<file path="config.mk">
export PLATFORM = sky130hd
export DESIGN_NAME = cap_seg_xlate
export DESIGN_NICKNAME = d
export VERILOG_FILES = /design/src/rtl/cap_xlate_pkg.sv /design/src/rtl/cap_len_check.sv /design/src/rtl/cap_seg_decode.sv /design/src/rtl/cap_seg_xlate.sv
export SDC_FILE = /design/constraint.sdc
export NUM_CORES = 1
export LEC_CHECK = 0
export ABC_AREA = 1
export CAP_MARGIN = 10
export CELL_PAD_IN_SITES_DETAIL_PLACEMENT = 2
export CELL_PAD_IN_SITES_GLOBAL_PLACEMENT = 2
export CORE_ASPECT_RATIO = 2
export CORE_UTILIZATION = 23
export DETAILED_ROUTE_END_ITERATION = 6
export PLACE_DENSITY = 0.92
export SLEW_MARGIN = 25
export SYNTH_ARGS = -nofsm -noshare
export SYNTH_HDL_FRONTEND = slang
export SYNTH_SLANG_ARGS = --single-unit
</file>
<file path="constraint.sdc">
create_clock -name clk -period 0.8 [get_ports clk]
set_input_delay 0.12 -clock clk [delete_from_list [all_inputs] [get_ports clk]]
set_output_delay 0.12 -clock clk [all_outputs]
set_load 0.005 [all_outputs]
</file>
<file path="src/rtl/cap_xlate_pkg.sv">
`timescale 1ns/1ps
package cap_xlate_pkg;

    typedef enum logic [1:0] {
        ACC_FETCH = 2'b00,
        ACC_LOAD  = 2'b01,
        ACC_STORE = 2'b10,
        ACC_ALT   = 2'b11
    } acc_kind_e;

    typedef enum logic [1:0] {
        CAUSE_NONE       = 2'd0,
        CAUSE_ADDR_LOAD  = 2'd1,
        CAUSE_ADDR_STORE = 2'd2,
        CAUSE_CAP_LEN    = 2'd3
    } cause_e;

    typedef enum logic {
        ST_IDLE = 1'b0,
        ST_DONE = 1'b1
    } xl_state_e;

endpackage

</file>
<file path="src/rtl/cap_len_check.sv">
`timescale 1ns/1ps
module cap_len_check #(
    parameter int ADDR_W = 64,
    parameter int SPAN   = 4
) (
    input  logic [ADDR_W-1:0] vaddr,
    input  logic [ADDR_W-1:0] limit,
    output logic              over
);
    localparam int EXT_W = ADDR_W + 1;

    logic [EXT_W-1:0] end_ext;

    // One extra bit keeps the end of the access from wrapping.
    assign end_ext = {1'b0, vaddr} + EXT_W'(SPAN);
    assign over    = end_ext > {1'b0, limit};
endmodule

</file>
<file path="src/rtl/cap_seg_decode.sv">
`timescale 1ns/1ps
module cap_seg_decode #(
    parameter int ADDR_W   = 64,
    parameter int DIRECT_W = 59,
    parameter int COMPAT_W = 29
) (
    input  logic [ADDR_W-1:0] eff,
    output logic              fault,
    output logic [ADDR_W-1:0] paddr
);
    localparam int SEL_LO = COMPAT_W;
    localparam int PFX_LO = COMPAT_W + 2;
    localparam int PFX_HI = ADDR_W - 3;
    localparam int PFX_W  = PFX_HI - PFX_LO + 1;

    logic [1:0]       region;
    logic             pfx_ones;
    logic [1:0]       win_sel;

    assign region   = eff[ADDR_W-1 -: 2];
    assign pfx_ones = (eff[PFX_HI:PFX_LO] == {PFX_W{1'b1}});
    assign win_sel  = eff[SEL_LO +: 2];

    always_comb begin
        fault = 1'b1;
        paddr = '0;
        unique case (region)
            2'b10: begin
                fault                = 1'b0;
                paddr[DIRECT_W-1:0]  = eff[DIRECT_W-1:0];
            end
            2'b11: begin
                if (pfx_ones && !win_sel[1]) begin
                    fault                = 1'b0;
                    paddr[COMPAT_W-1:0]  = eff[COMPAT_W-1:0];
                end
            end
            default: begin
                fault = 1'b1;
            end
        endcase
    end
endmodule

</file>
<file path="src/rtl/cap_seg_xlate.sv">
`timescale 1ns/1ps
module cap_seg_xlate
    import cap_xlate_pkg::*;
#(
    parameter int ADDR_W   = 64,
    parameter int CAP_W    = 257,
    parameter int SPAN     = 4,
    parameter int DIRECT_W = 59,
    parameter int COMPAT_W = 29
) (
    input  logic              clk,
    input  logic              rst_n,
    input  logic              req_valid,
    input  logic [ADDR_W-1:0] req_vaddr,
    input  logic [1:0]        req_kind,
    input  logic [CAP_W-1:0]  req_pcc,
    output logic              rsp_valid,
    output logic [ADDR_W-1:0] rsp_paddr,
    output logic              rsp_exc,
    output logic [1:0]        rsp_cause
);
    localparam int BASE_LO = ADDR_W;
    localparam int CAP_TOP = 2 * ADDR_W;

    xl_state_e         state_q, state_nx;
    logic [ADDR_W-1:0] cap_base, cap_len, eff_addr, seg_pa, res_pa;
    logic              len_over, seg_fault;
    cause_e            res_cause;
    logic              unused_cap_hi;

    assign cap_base      = req_pcc[BASE_LO +: ADDR_W];
    assign cap_len       = req_pcc[ADDR_W-1:0];
    assign unused_cap_hi = ^req_pcc[CAP_W-1:CAP_TOP];
    assign eff_addr      = cap_base + req_vaddr;

    cap_len_check #(.ADDR_W(ADDR_W), .SPAN(SPAN)) u_len (
        .vaddr (req_vaddr),
        .limit (cap_len),
        .over  (len_over)
    );

    cap_seg_decode #(.ADDR_W(ADDR_W), .DIRECT_W(DIRECT_W), .COMPAT_W(COMPAT_W)) u_seg (
        .eff   (eff_addr),
        .fault (seg_fault),
        .paddr (seg_pa)
    );

    always_comb begin
        res_cause = CAUSE_NONE;
        res_pa    = seg_pa;
        if (len_over) begin
            res_cause = CAUSE_CAP_LEN;
            res_pa    = '0;
        end else if (seg_fault) begin
            res_cause = (acc_kind_e'(req_kind) == ACC_STORE) ? CAUSE_ADDR_STORE
                                                             : CAUSE_ADDR_LOAD;
            res_pa    = '0;
        end
    end

    always_comb begin
        state_nx = state_q;
        unique case (state_q)
            ST_IDLE: state_nx = req_valid ? ST_DONE : ST_IDLE;
            ST_DONE: state_nx = req_valid ? ST_DONE : ST_IDLE;
            default: state_nx = ST_IDLE;
        endcase
    end

    always_ff @(posedge clk or negedge rst_n) begin
        if (!rst_n) state_q <= ST_IDLE;
        else        state_q <= state_nx;
    end

    always_ff @(posedge clk or negedge rst_n) begin
        if (!rst_n) begin
            rsp_paddr <= '0;
            rsp_exc   <= 1'b0;
            rsp_cause <= 2'd0;
        end else if (req_valid) begin
            rsp_paddr <= res_pa;
            rsp_exc   <= (res_cause != CAUSE_NONE);
            rsp_cause <= res_cause;
        end
    end

    assign rsp_valid = (state_q == ST_DONE);
endmodule

</file>
==> impl_metrics.tcl <==
set metrics [dict create \
    maxSlewViolCount 0 \
    numPortBuffers 259 \
    total_leakage_power_nw 11.83 \
    worst_path_most_repeated_cell "buf_4" \
    grt_usage 0.3941 \
    start_kind "input port" \
    power_density_mw_per_mm2 1215 \
    cts_buffer_depth 2 \
    die_area_mm2 0.05184 \
    yosysMostFrequentCell "nand2_1" \
    hp-class "in2async" \
    async_flop_share 1.000 \
    grt_first_pass_wirelength_mm 147.5 \
    ant_nets 0 \
    fmax_mhz 200.6 \
    end_kind "flip-flop" \
    reg2regPathDepth 4 \
    setup_viol 125 \
    root_buffer "clkbuf_16" \
    dr.pass1.iters 5 \
    overflow 0 \
    synth_top_area_frac 0.2537 \
    core-area_mm2 0.05007 \
    cap_violations 0 \
    grt_pass1_vias 22245 \
    layout-drive-gt1-share 0.3175 \
    synthCells 2110 \
    totalWireLength_mm 116.8 \
    peakVddDrop_mv 1.279 \
    fin_crit_sh 6.232 \
    tritoncts "built" \
    syn_to_final_growth_pct 78.99 \
    start_util 0.2337 \
    drt_iter0_drc 1193 \
    synth_area_leader_cell "nand2_1" \
    violations "negative setup slack" \
    critPathSlowestCell "nor3_1" \
    ys_seq_elements 63 \
    setup_tns_ps -269080 \
    syn-mean-instance-area_um2 5.546 \
    dp_hpwl_mm 74.42 \
    rows 116 \
    area.sequential_mm2 0.001578 \
    io_pins 394 \
    rrSetupSlack_ps -460 \
    syn_area_mm2 0.01170 \
    fin_nets 3379 \
    crit_cells 24 \
    fin_crit_ps 4986 \
    relSlewSlack 0.5558 \
    crit_type "in2reg" \
    fillers 6063 \
    fp.dieH_um 321 \
    ys_types 47 \
    htree_levels 3 \
    cp-startpoint "req_vaddr[16]" \
    crit_end "rsp_paddr[31]" \
    drc_errors 0 \
    dr_total_vias 19736 \
    reg2reg_from "rsp_exc" \
    pre_cts_ws_ps -4605 \
    synth_edf_count 0 \
    regToRegEndpoint "rsp_exc" \
    yosysSeqAreaShare 0.1347 \
    fp.dieW_um 161.5 \
    grt_start_max_net_pins 35 \
    rsz0062_at_grt "yes" \
    finalHoldViolations 0 \
    tightest_slew_ps 664.0 \
    crit_buf_inv 8 \
    required_ps 1050 \
    synth_area_leaders "nand2_1 25%, inv_1 14%, ha_1 14%" \
    synthFlopType "dfrtp_1" \
    critPathMaxFanout 5 \
    finClkSkew_ps 0 \
    numCtsBuffers 9 \
    routabilityCongestion 1.141 \
    synth_common_cells "791 x nand2_1, 444 x inv_1, 174 x nor2_1, 128 x ha_1, 117 x nand3_1" \
    cts.sinks 63 \
    path_clk_slew_ps 80 \
    postLayoutSetupSlackWorst_ps -4186 \
    post_drt_wl_per_cell_um 32.60 \
    viasPerCell 5.507 \
    yosysWarnings 0 \
    path_cells "clkdlybuf4s15_1 -> nand2_2 -> buf_4 -> nor3_4 -> nand4_1 -> buf_4 -> buf_4 -> buf_4 -> xor2_4 -> inv_2 -> ha_1 -> nand4_1 -> nor3_1 -> nand2_1 -> nor2_1 -> nand4_1 -> nand3_4 -> buf_6 -> nand2_4 -> nand2_4 -> nor2_4 -> buf_6 -> nand2_2 -> nand2_2" \
    cpPeakStageDelay_ps 610 \
    status "complete, but fails checks" \
    antenna_found_initial 6 \
    multi_input_area_mm2 0.009837 \
    clock_latency_ps 360 \
    arrival_ps 5230 \
    critical-path-top-delay-family "simple AND/OR/NAND/NOR gates" \
]
-- power by group --
part           switching (W)  total (W)  internal (W)
Clock                0.00189    0.00469       0.00281
Sequential          0.000352    0.00391       0.00356
Combinational         0.0104     0.0168       0.00642
Total                 0.0127     0.0254        0.0128
-- registers in the layout, summed over array words and instances, names as in the netlist --
name / cells
rsp_cause: 2
rsp_exc: 1
rsp_paddr: 59
rsp_valid: 1
-- worst min-delay path by stage --
| stage | startpoint | to | slack [ps] | depth (start not counted) |
|---|---|---|---|---|
| after floorplan | rst_n | rsp_cause[0] | -180 | 0 |
| after global placement | rst_n | rsp_paddr[47] | 30 | 1 |
| after detailed placement | rst_n | rsp_paddr[52] | 40 | 1 |
| after CTS | rst_n | rsp_paddr[34] | 210 | 2 |
| after global routing | rst_n | rsp_paddr[34] | 200 | 2 |
| final | rst_n | rsp_paddr[34] | 160 | 2 |
-- kinds of logic after synthesis --
family | Yosys count | synth area share
flops | 63 | 0.1347
xor+xnor | 83 | 0.06212
simple gates | 1229 | 0.4441
buf+inv | 469 | 0.1556
compound gates | 136 | 0.06458
other cells | 1 | 0.0003204
fa+ha+maj | 129 | 0.1386
-- stage by stage --
step | instances | utilization | hold slack, ps | instance area, um^2 | power, W
floorplan | 2114 | - | -175.6 | 11840 | 0.008768
global placement | 3429 | 0.3666 | 26.05 | 18360 | 0.01584
detailed placement | 3429 | 0.3666 | 37.77 | 18360 | 0.01706
CTS | 3532 | 0.3947 | 212.4 | 19760 | 0.02231
global route | 3579 | 0.4181 | 200.5 | 20930 | 0.02593
finish | 3584 | 0.4183 | 161.5 | 20950 | 0.02544
-- per-layer routing --
| layer | vias up | track usage | wire length (um) |
|---|---|---|---|
| met2 | 1195 | 0.7103 | 57450 |
| met1 | 9655 | 0.3549 | 36930 |
| met5 | - | 0 | 11 |
| met4 | 2 | 0.4143 | 15550 |
| li1 | 8124 | - | - |
| met3 | 760 | 0.07247 | 6884 |
-- layout by cell type (no fill, tap or decap), types with 9 or more instances in the layout --
| master | n |
|---|---|
| nand2_1 | 703 |
| buf_4 | 534 |
| inv_1 | 425 |
| clkdlybuf4s50_1 | 163 |
| nor2_1 | 158 |
| ha_1 | 119 |
| nand3_1 | 78 |
| a21oi_1 | 75 |
| xor2_1 | 65 |
| nand2_2 | 63 |
| buf_2 | 62 |
| dfrtp_1 | 62 |
| nand4_1 | 39 |
| nand2_4 | 30 |
| nand3_4 | 26 |
| inv_2 | 22 |
| buf_6 | 22 |
| nor2_2 | 20 |
| nand3_2 | 19 |
| o21ai_0 | 16 |
| o21bai_1 | 15 |
| nor3_1 | 14 |
| nor3_4 | 13 |
| dlygate4sd2_1 | 12 |
| nor2_4 | 10 |
| nand3b_1 | 10 |
| buf_12 | 10 |
| xnor2_1 | 9 |
| clkbuf_16 | 9 |
-- what timing repair did --
item                                    in CTS  in global routing
endpoints found under the setup margin     125                134
hold endpoints to repair                    13                  0
gates cloned                                 6                  0
pin swaps                                   72                 98
gates resized for setup                    503                202
setup buffers                               80                 50
hold buffers                                 1                  0
-- cell type report --
cell class              count  share of cell area
diodes                      6           0.0007168
clock buffers              10             0.01141
clock inverters             6            0.004002
inverters                 449             0.08076
multi-input cells        1582              0.4696
flip-flops and latches     63             0.07532
well taps                 649             0.03877
repair buffers            819              0.3194
No activity file was read; power rests on OpenSTA's default activity.
